### src/rtl/pxs_pkg.sv
package pxs_pkg;
  localparam int unsigned CH_W  = 8;
  localparam int unsigned IN_W  = 32;
  localparam int unsigned BEATS = 3;

  typedef enum logic {FMT_XRGB8888 = 1'b0, FMT_RGB565 = 1'b1} pxs_fmt_e;
  typedef enum logic {PAD_ZERO = 1'b0, PAD_REPL = 1'b1} pxs_pad_e;
endpackage

### src/rtl/pxs_widen.sv
// Widen one colour channel to DST_W bits.
module pxs_widen
  import pxs_pkg::*;
#(
  parameter int unsigned SRC_W = 5,
  parameter int unsigned DST_W = 8,
  parameter pxs_pad_e    PAD   = PAD_ZERO
) (
  input  logic [SRC_W-1:0] src_i,
  output logic [DST_W-1:0] dst_o
);
  localparam int unsigned ADD_W = DST_W - SRC_W;

  generate
    if (ADD_W == 0) begin : g_pass
      assign dst_o = src_i;
    end else if (PAD == PAD_REPL) begin : g_repl
      assign dst_o = {src_i, src_i[SRC_W-1 -: ADD_W]};
    end else begin : g_zero
      assign dst_o = {src_i, {ADD_W{1'b0}}};
    end
  endgenerate

  initial begin
    assert (DST_W >= SRC_W && ADD_W <= SRC_W)
      else $error("pxs_widen: unsupported width pair");
  end
endmodule

### src/rtl/pxs_unpack.sv
// Split a framebuffer word into three CH_W-bit beats, beat 0 = red.
module pxs_unpack
  import pxs_pkg::*;
#(
  parameter pxs_fmt_e FMT = FMT_XRGB8888,
  parameter pxs_pad_e PAD = PAD_ZERO
) (
  input  logic [IN_W-1:0]             data_i,
  output logic [BEATS-1:0][CH_W-1:0]  beats_o
);
  localparam int unsigned R_W = (FMT == FMT_RGB565) ? 5 : 8;
  localparam int unsigned G_W = (FMT == FMT_RGB565) ? 6 : 8;
  localparam int unsigned B_W = (FMT == FMT_RGB565) ? 5 : 8;
  localparam int unsigned B_LO = 0;
  localparam int unsigned G_LO = B_W;
  localparam int unsigned R_LO = B_W + G_W;
  localparam int unsigned USED_W = R_W + G_W + B_W;

  logic [R_W-1:0] r_raw;
  logic [G_W-1:0] g_raw;
  logic [B_W-1:0] b_raw;
  logic           unused_hi;

  assign r_raw     = data_i[R_LO +: R_W];
  assign g_raw     = data_i[G_LO +: G_W];
  assign b_raw     = data_i[B_LO +: B_W];
  assign unused_hi = ^data_i[IN_W-1:USED_W];

  pxs_widen #(.SRC_W(R_W), .DST_W(CH_W), .PAD(PAD)) u_r (.src_i(r_raw), .dst_o(beats_o[0]));
  pxs_widen #(.SRC_W(G_W), .DST_W(CH_W), .PAD(PAD)) u_g (.src_i(g_raw), .dst_o(beats_o[1]));
  pxs_widen #(.SRC_W(B_W), .DST_W(CH_W), .PAD(PAD)) u_b (.src_i(b_raw), .dst_o(beats_o[2]));
endmodule

### src/rtl/pxs_beat_ser.sv
// Hold one pixel, emit its beats in index order.
module pxs_beat_ser
  import pxs_pkg::*;
#(
  parameter int unsigned N_BEATS = BEATS,
  parameter int unsigned BEAT_W  = CH_W
) (
  input  logic                             clk_i,
  input  logic                             rst_ni,
  input  logic [N_BEATS-1:0][BEAT_W-1:0]   beats_i,
  input  logic                             sop_i,
  input  logic                             eop_i,
  input  logic                             valid_i,
  output logic                             ready_o,
  output logic [BEAT_W-1:0]                data_o,
  output logic                             sop_o,
  output logic                             eop_o,
  output logic                             valid_o,
  input  logic                             ready_i
);
  localparam int unsigned CNT_W = $clog2(N_BEATS);
  localparam logic [CNT_W-1:0] LAST = CNT_W'(N_BEATS - 1);

  logic [N_BEATS-1:0][BEAT_W-1:0] beats_q;
  logic [CNT_W-1:0]               cnt_q;
  logic                           valid_q, sop_q, eop_q;
  logic                           last, fire_out, take;

  assign last     = (cnt_q == LAST);
  assign fire_out = valid_q && ready_i;
  assign ready_o  = !valid_q || (last && ready_i);
  assign take     = valid_i && ready_o;

  always_ff @(posedge clk_i or negedge rst_ni) begin
    if (!rst_ni) begin
      beats_q <= '0;
      cnt_q   <= '0;
      valid_q <= 1'b0;
      sop_q   <= 1'b0;
      eop_q   <= 1'b0;
    end else if (take) begin
      beats_q <= beats_i;
      sop_q   <= sop_i;
      eop_q   <= eop_i;
      cnt_q   <= '0;
      valid_q <= 1'b1;
    end else if (fire_out) begin
      if (last) begin
        cnt_q   <= '0;
        valid_q <= 1'b0;
      end else begin
        cnt_q <= cnt_q + 1'b1;
      end
    end
  end

  assign data_o  = beats_q[cnt_q];
  assign valid_o = valid_q;
  assign sop_o   = valid_q && sop_q && (cnt_q == '0);
  assign eop_o   = valid_q && eop_q && last;

  p_hold_stall_r8: assert property (@(posedge clk_i) disable iff (!rst_ni)
    valid_o && !ready_i |=> valid_o && $stable(data_o) && $stable(sop_o) && $stable(eop_o));

  p_beat_step_r5: assert property (@(posedge clk_i) disable iff (!rst_ni)
    fire_out && !last |=> valid_o && (cnt_q == $past(cnt_q) + 1'b1));

  p_no_overrun_r6: assert property (@(posedge clk_i) disable iff (!rst_ni)
    valid_i && ready_o && valid_q |-> ready_i && last);

  p_first_red_r9: assert property (@(posedge clk_i) disable iff (!rst_ni)
    $rose(valid_o) |-> (cnt_q == '0));

  p_flag_split_r7: assert property (@(posedge clk_i) disable iff (!rst_ni)
    $onehot0({sop_o, eop_o}));
endmodule

### src/rtl/pixel_serializer.sv
module pixel_serializer
  import pxs_pkg::*;
#(
  parameter pxs_fmt_e FMT = FMT_XRGB8888,
  parameter pxs_pad_e PAD = PAD_ZERO
) (
  input  logic            clk_i,
  input  logic            rst_ni,
  input  logic [IN_W-1:0] in_data_i,
  input  logic            in_sop_i,
  input  logic            in_eop_i,
  input  logic            in_valid_i,
  output logic            in_ready_o,
  output logic [CH_W-1:0] out_data_o,
  output logic            out_sop_o,
  output logic            out_eop_o,
  output logic            out_valid_o,
  input  logic            out_ready_i
);
  logic [BEATS-1:0][CH_W-1:0] beats;

  pxs_unpack #(.FMT(FMT), .PAD(PAD)) u_unpack (
    .data_i  (in_data_i),
    .beats_o (beats)
  );

  pxs_beat_ser #(.N_BEATS(BEATS), .BEAT_W(CH_W)) u_ser (
    .clk_i   (clk_i),
    .rst_ni  (rst_ni),
    .beats_i (beats),
    .sop_i   (in_sop_i),
    .eop_i   (in_eop_i),
    .valid_i (in_valid_i),
    .ready_o (in_ready_o),
    .data_o  (out_data_o),
    .sop_o   (out_sop_o),
    .eop_o   (out_eop_o),
    .valid_o (out_valid_o),
    .ready_i (out_ready_i)
  );

  p_ready_when_idle_r9: assert property (@(posedge clk_i) disable iff (!rst_ni)
    !out_valid_o |-> in_ready_o);
endmodule

### config.mk
export PLATFORM = sky130hd
export DESIGN_NAME = pixel_serializer
export DESIGN_NICKNAME = d
export VERILOG_FILES = /design/src/rtl/pxs_pkg.sv /design/src/rtl/pxs_widen.sv /design/src/rtl/pxs_unpack.sv /design/src/rtl/pxs_beat_ser.sv /design/src/rtl/pixel_serializer.sv
export SDC_FILE = /design/constraint.sdc
export NUM_CORES = 1
export LEC_CHECK = 0
export BUFFER_PORTS_ARGS = -buffer_cell sky130_fd_sc_hd__buf_2
export CAP_MARGIN = 10
export CORE_MARGIN = 2
export CORE_UTILIZATION = 25
export CTS_CLUSTER_SIZE = 30
export DETAILED_ROUTE_END_ITERATION = 16
export GPL_TIMING_DRIVEN = 0
export MAX_ROUTING_LAYER = met4
export SYNTH_ARGS = -nofsm -noshare
export SYNTH_HDL_FRONTEND = slang
export SYNTH_SLANG_ARGS = --single-unit
### constraint.sdc
create_clock -name clk_i -period 2.4 [get_ports clk_i]
set_clock_uncertainty 0.05 [all_clocks]
set_input_delay 0.12 -clock clk_i [delete_from_list [all_inputs] [get_ports clk_i]]
set_output_delay 0.12 -clock clk_i [all_outputs]
set_load 0.02 [all_outputs]
==> summary.md <==
| Metric | Value |
|---|---|
| Run status | `finished, final reports clean` |
| Hpwl dp | `2030 um` |
| Critical path data arrival time | `1.59 ns` |
| Leading cell type in the layout, fill and taps excluded | `buf_2` |
| Syn_nets | `137` |
| Top cells by area, synth | `dfrtp_1 54%, mux2_2 20%, mux2i_1 6.7%` |
| FF+latch count, synth | `29` |
| Wirelength per Cell | `12.6 um` |
| Power density cells | `1320 nW/um^2` |
| Io pins | `50` |
| Initial core utilization | `0.260` |
| Number of H-tree levels | `2` |
| GRT overflow | `0` |
| Layout Area Growth over Synthesis | `28.7%` |
| I/O Buffers | `41` |
| Clk buf depth | `2` |
| Clock transition at path regs | `0.06 ns` |
| Final setup margin | `0.637 ns` |
| Synth Area in Compound Gates | `0.0497` |
| Routed Wire Length | `2760 um` |
| Main combinational cell family by area after synthesis | `multiplexers` |
| Final setup vio count | `0` |
| Number of nets in the layout | `186` |
| DP Worst Slack | `0.707 ns` |
| Post-synthesis mux area share | `0.287` |
| Register area share after synthesis | `0.544` |
| Syn Inst Count | `99` |
| HP Start | `in_data_i[20]` |
| Inserted Clock Buffers | `5` |
| Number of buffers added for setup after CTS | `0` |
| Adder-Cell Fraction of Synth Area | `0` |
| Post-CTS Hold Fix Bufs | `1` |
| Worst-Margin Slew | `0.639 ns` |
| Critical path's top delay family | `buffers and inverters` |
| WP buf/inv | `3` |
| Largest net degree at the start of global routing | `30` |
| Leading cell types in the layout, fill and taps excluded | `43 x buf_2, 29 x dfrtp_1, 24 x mux2_2, 11 x nand2_1, 9 x mux2i_1` |
| DR vias | `918` |
| Number of global-route vias before repair | `999` |
| Filler cells | `571` |
| Post-DRT Antenna Nets | `0` |
| Initial antenna violation count | `0` |
| Critical-path top delay cell | `dfrtp_1` |
| CTS root buf | `clkbuf_8` |
| Synth top area share | `0.544` |
| CP endpoint kind | `output port` |
| Max incr delay on CP | `0.36 ns` |
| Leakage | `0.810 nW` |
| Std-Cell Rows | `26` |
| WS Path Type | `register to output port` |
| Crit path max fanout | `8` |
| RSZ-0062 raised after global routing | `no` |
| VDD IR max | `615 uV` |
| Synth area leader | `dfrtp_1` |
| Synth Cell Area | `1340 um^2` |
| Post-CTS sizing | `0` |
| Crit. Startpoint | `u_ser.cnt_q[1]` |
| Synth unique cells | `18` |
| Drt via density | `4.19` |
| Max Slew Vio Count | `0` |
| Core Region | `5140 um^2` |
| Crit start category | `register` |
| Drt drc | `0` |
| Synthesized area per cell | `13.5 um^2` |
| Final Hold Viols | `0` |
| CTS sink cnt | `29` |
| YS warnings | `0` |
| CTS tree | `done` |
| Maximum operating frequency | `567 MHz` |
| Period utilization | `0.735` |
| Synth Area in XOR/XNOR | `0` |
| Drt first-iter violations | `33` |
| First-pass GRT wire length | `4730 um` |
| Flop-to-flop setup slack | `0.73 ns` |
| Simple-Gate Fraction of Synth Area | `0.0843` |
| Die area | `5940 um^2` |
| 1st-pass router iterations | `5` |
| Total negative slack | `0 ns` |
| GPL Wtd Cong | `0.666` |
| Layout cells sized above 1 | `0.517` |
| Die width | `77.1 um` |
| Slew HR | `0.574` |
| Antenna Diode Count | `0` |
| Critical path, cell by cell | `buf_4 > nor2b_1 > clkbuf_1 > nand2_1 > o21ai_0 > buf_2` |
| Min Tclk post-route | `1.76 ns` |
| Worst r2r src | `u_ser.cnt_q[0]` |
| WP data required | `2.23 ns` |
| GRT Overall Usage | `0.104` |
| Height of the die | `77.1 um` |
| MaxCap Viol Count | `0` |
| Clock Latency Late Sink | `0.27 ns` |
| Worst hold path type | `primary input to register` |
[where the power goes]
| group | internal [W] | switching [W] | leakage (nW) |
|---|---|---|---|
| clock | 0.000205 | 0.000170 | 0.0395 |
| combinational | 0.000490 | 0.000541 | 0.425 |
| sequential | 0.000733 | 0.000120 | 0.346 |
[worst register-to-register path: cells and delay by family, from the launching register on]
kind | cells | cell delay (ns)
AO/OA/AOI/OAI | 1 | 0.32
buffers and inverters | 1 | 0.22
flip-flops | 1 | 0.43
multiplexers | 1 | 0.35
AND/OR/NAND/NOR | 1 | 0.19
[worst paths after layout]
kind	to	depth (start not counted)
max in group asynchronous	u_ser.beats_q[6]	2
setup / recovery	out_data_o[2]	6
setup reg to reg	u_ser.beats_q[14]	4
min in group asynchronous	u_ser.beats_q[13]	2
hold reg to reg	u_ser.beats_q[4]	1
hold / removal	u_ser.beats_q[4]	2
[cell usage after synthesis, drive strengths merged]
master   n
nand3b   1
nor2b    1
nand4b   1
and4b    1
mux2i    9
o21ai    8
buf      5
a21o     1
mux2    26
dfrtp   29
nand2   11
nand2b   1
nor4bb   2
a21boi   1
clkbuf   2
[logic make-up (layout without fill, tap and decap cells)]
kind of cell           Yosys count  in the layout
buffers and inverters            7             57
AOI/OAI and AO/OA               10             10
and+or+nand+nor                 18             18
muxes                           35             35
DFF                             29             29
[registers in the layout, indices dropped and copies added, names as in the netlist]
name,flops
u_ser.cnt_q,2
u_ser.beats_q,24
u_ser.eop_q,1
u_ser.sop_q,1
u_ser.valid_o,1
[layer usage]
| layer | global-route usage | wire, um | vias to the layer above |
|---|---|---|---|
| met5 | - | 0 | - |
| met4 | 0.0375 | 36 | 0 |
| met3 | 0.0341 | 186 | 5 |
| met2 | 0.159 | 1290 | 36 |
| met1 | 0.130 | 1250 | 431 |
| li1 | - | - | 446 |
[area by class of cell]
| cell class | count | area (um^2) | area share |
|---|---|---|---|
| Multi-Input combinational cell | 63 | 562 | 0.327 |
| Tap cell | 70 | 87.6 | 0.0510 |
| Sequential cell | 29 | 726 | 0.422 |
| Buffer | 7 | 47.5 | 0.0277 |
| Timing Repair Buffer | 42 | 215 | 0.125 |
| Clock buffer | 8 | 80.1 | 0.0466 |
[through the flow]
stage               cells  utilization  hold slack [ns]  power [W]  instance area [um^2]
finish                219        0.334           0.0135    0.00226                  1720
detailed placement    210        0.317            0.136    0.00191                  1630
floorplan              99            -           -0.226    0.00160                  1340
global placement      210        0.317            0.136    0.00189                  1630
global route          219        0.334           0.0148    0.00243                  1720
CTS                   219        0.334          0.00654    0.00230                  1720
Note: power is estimated with default switching activity, not from simulation.
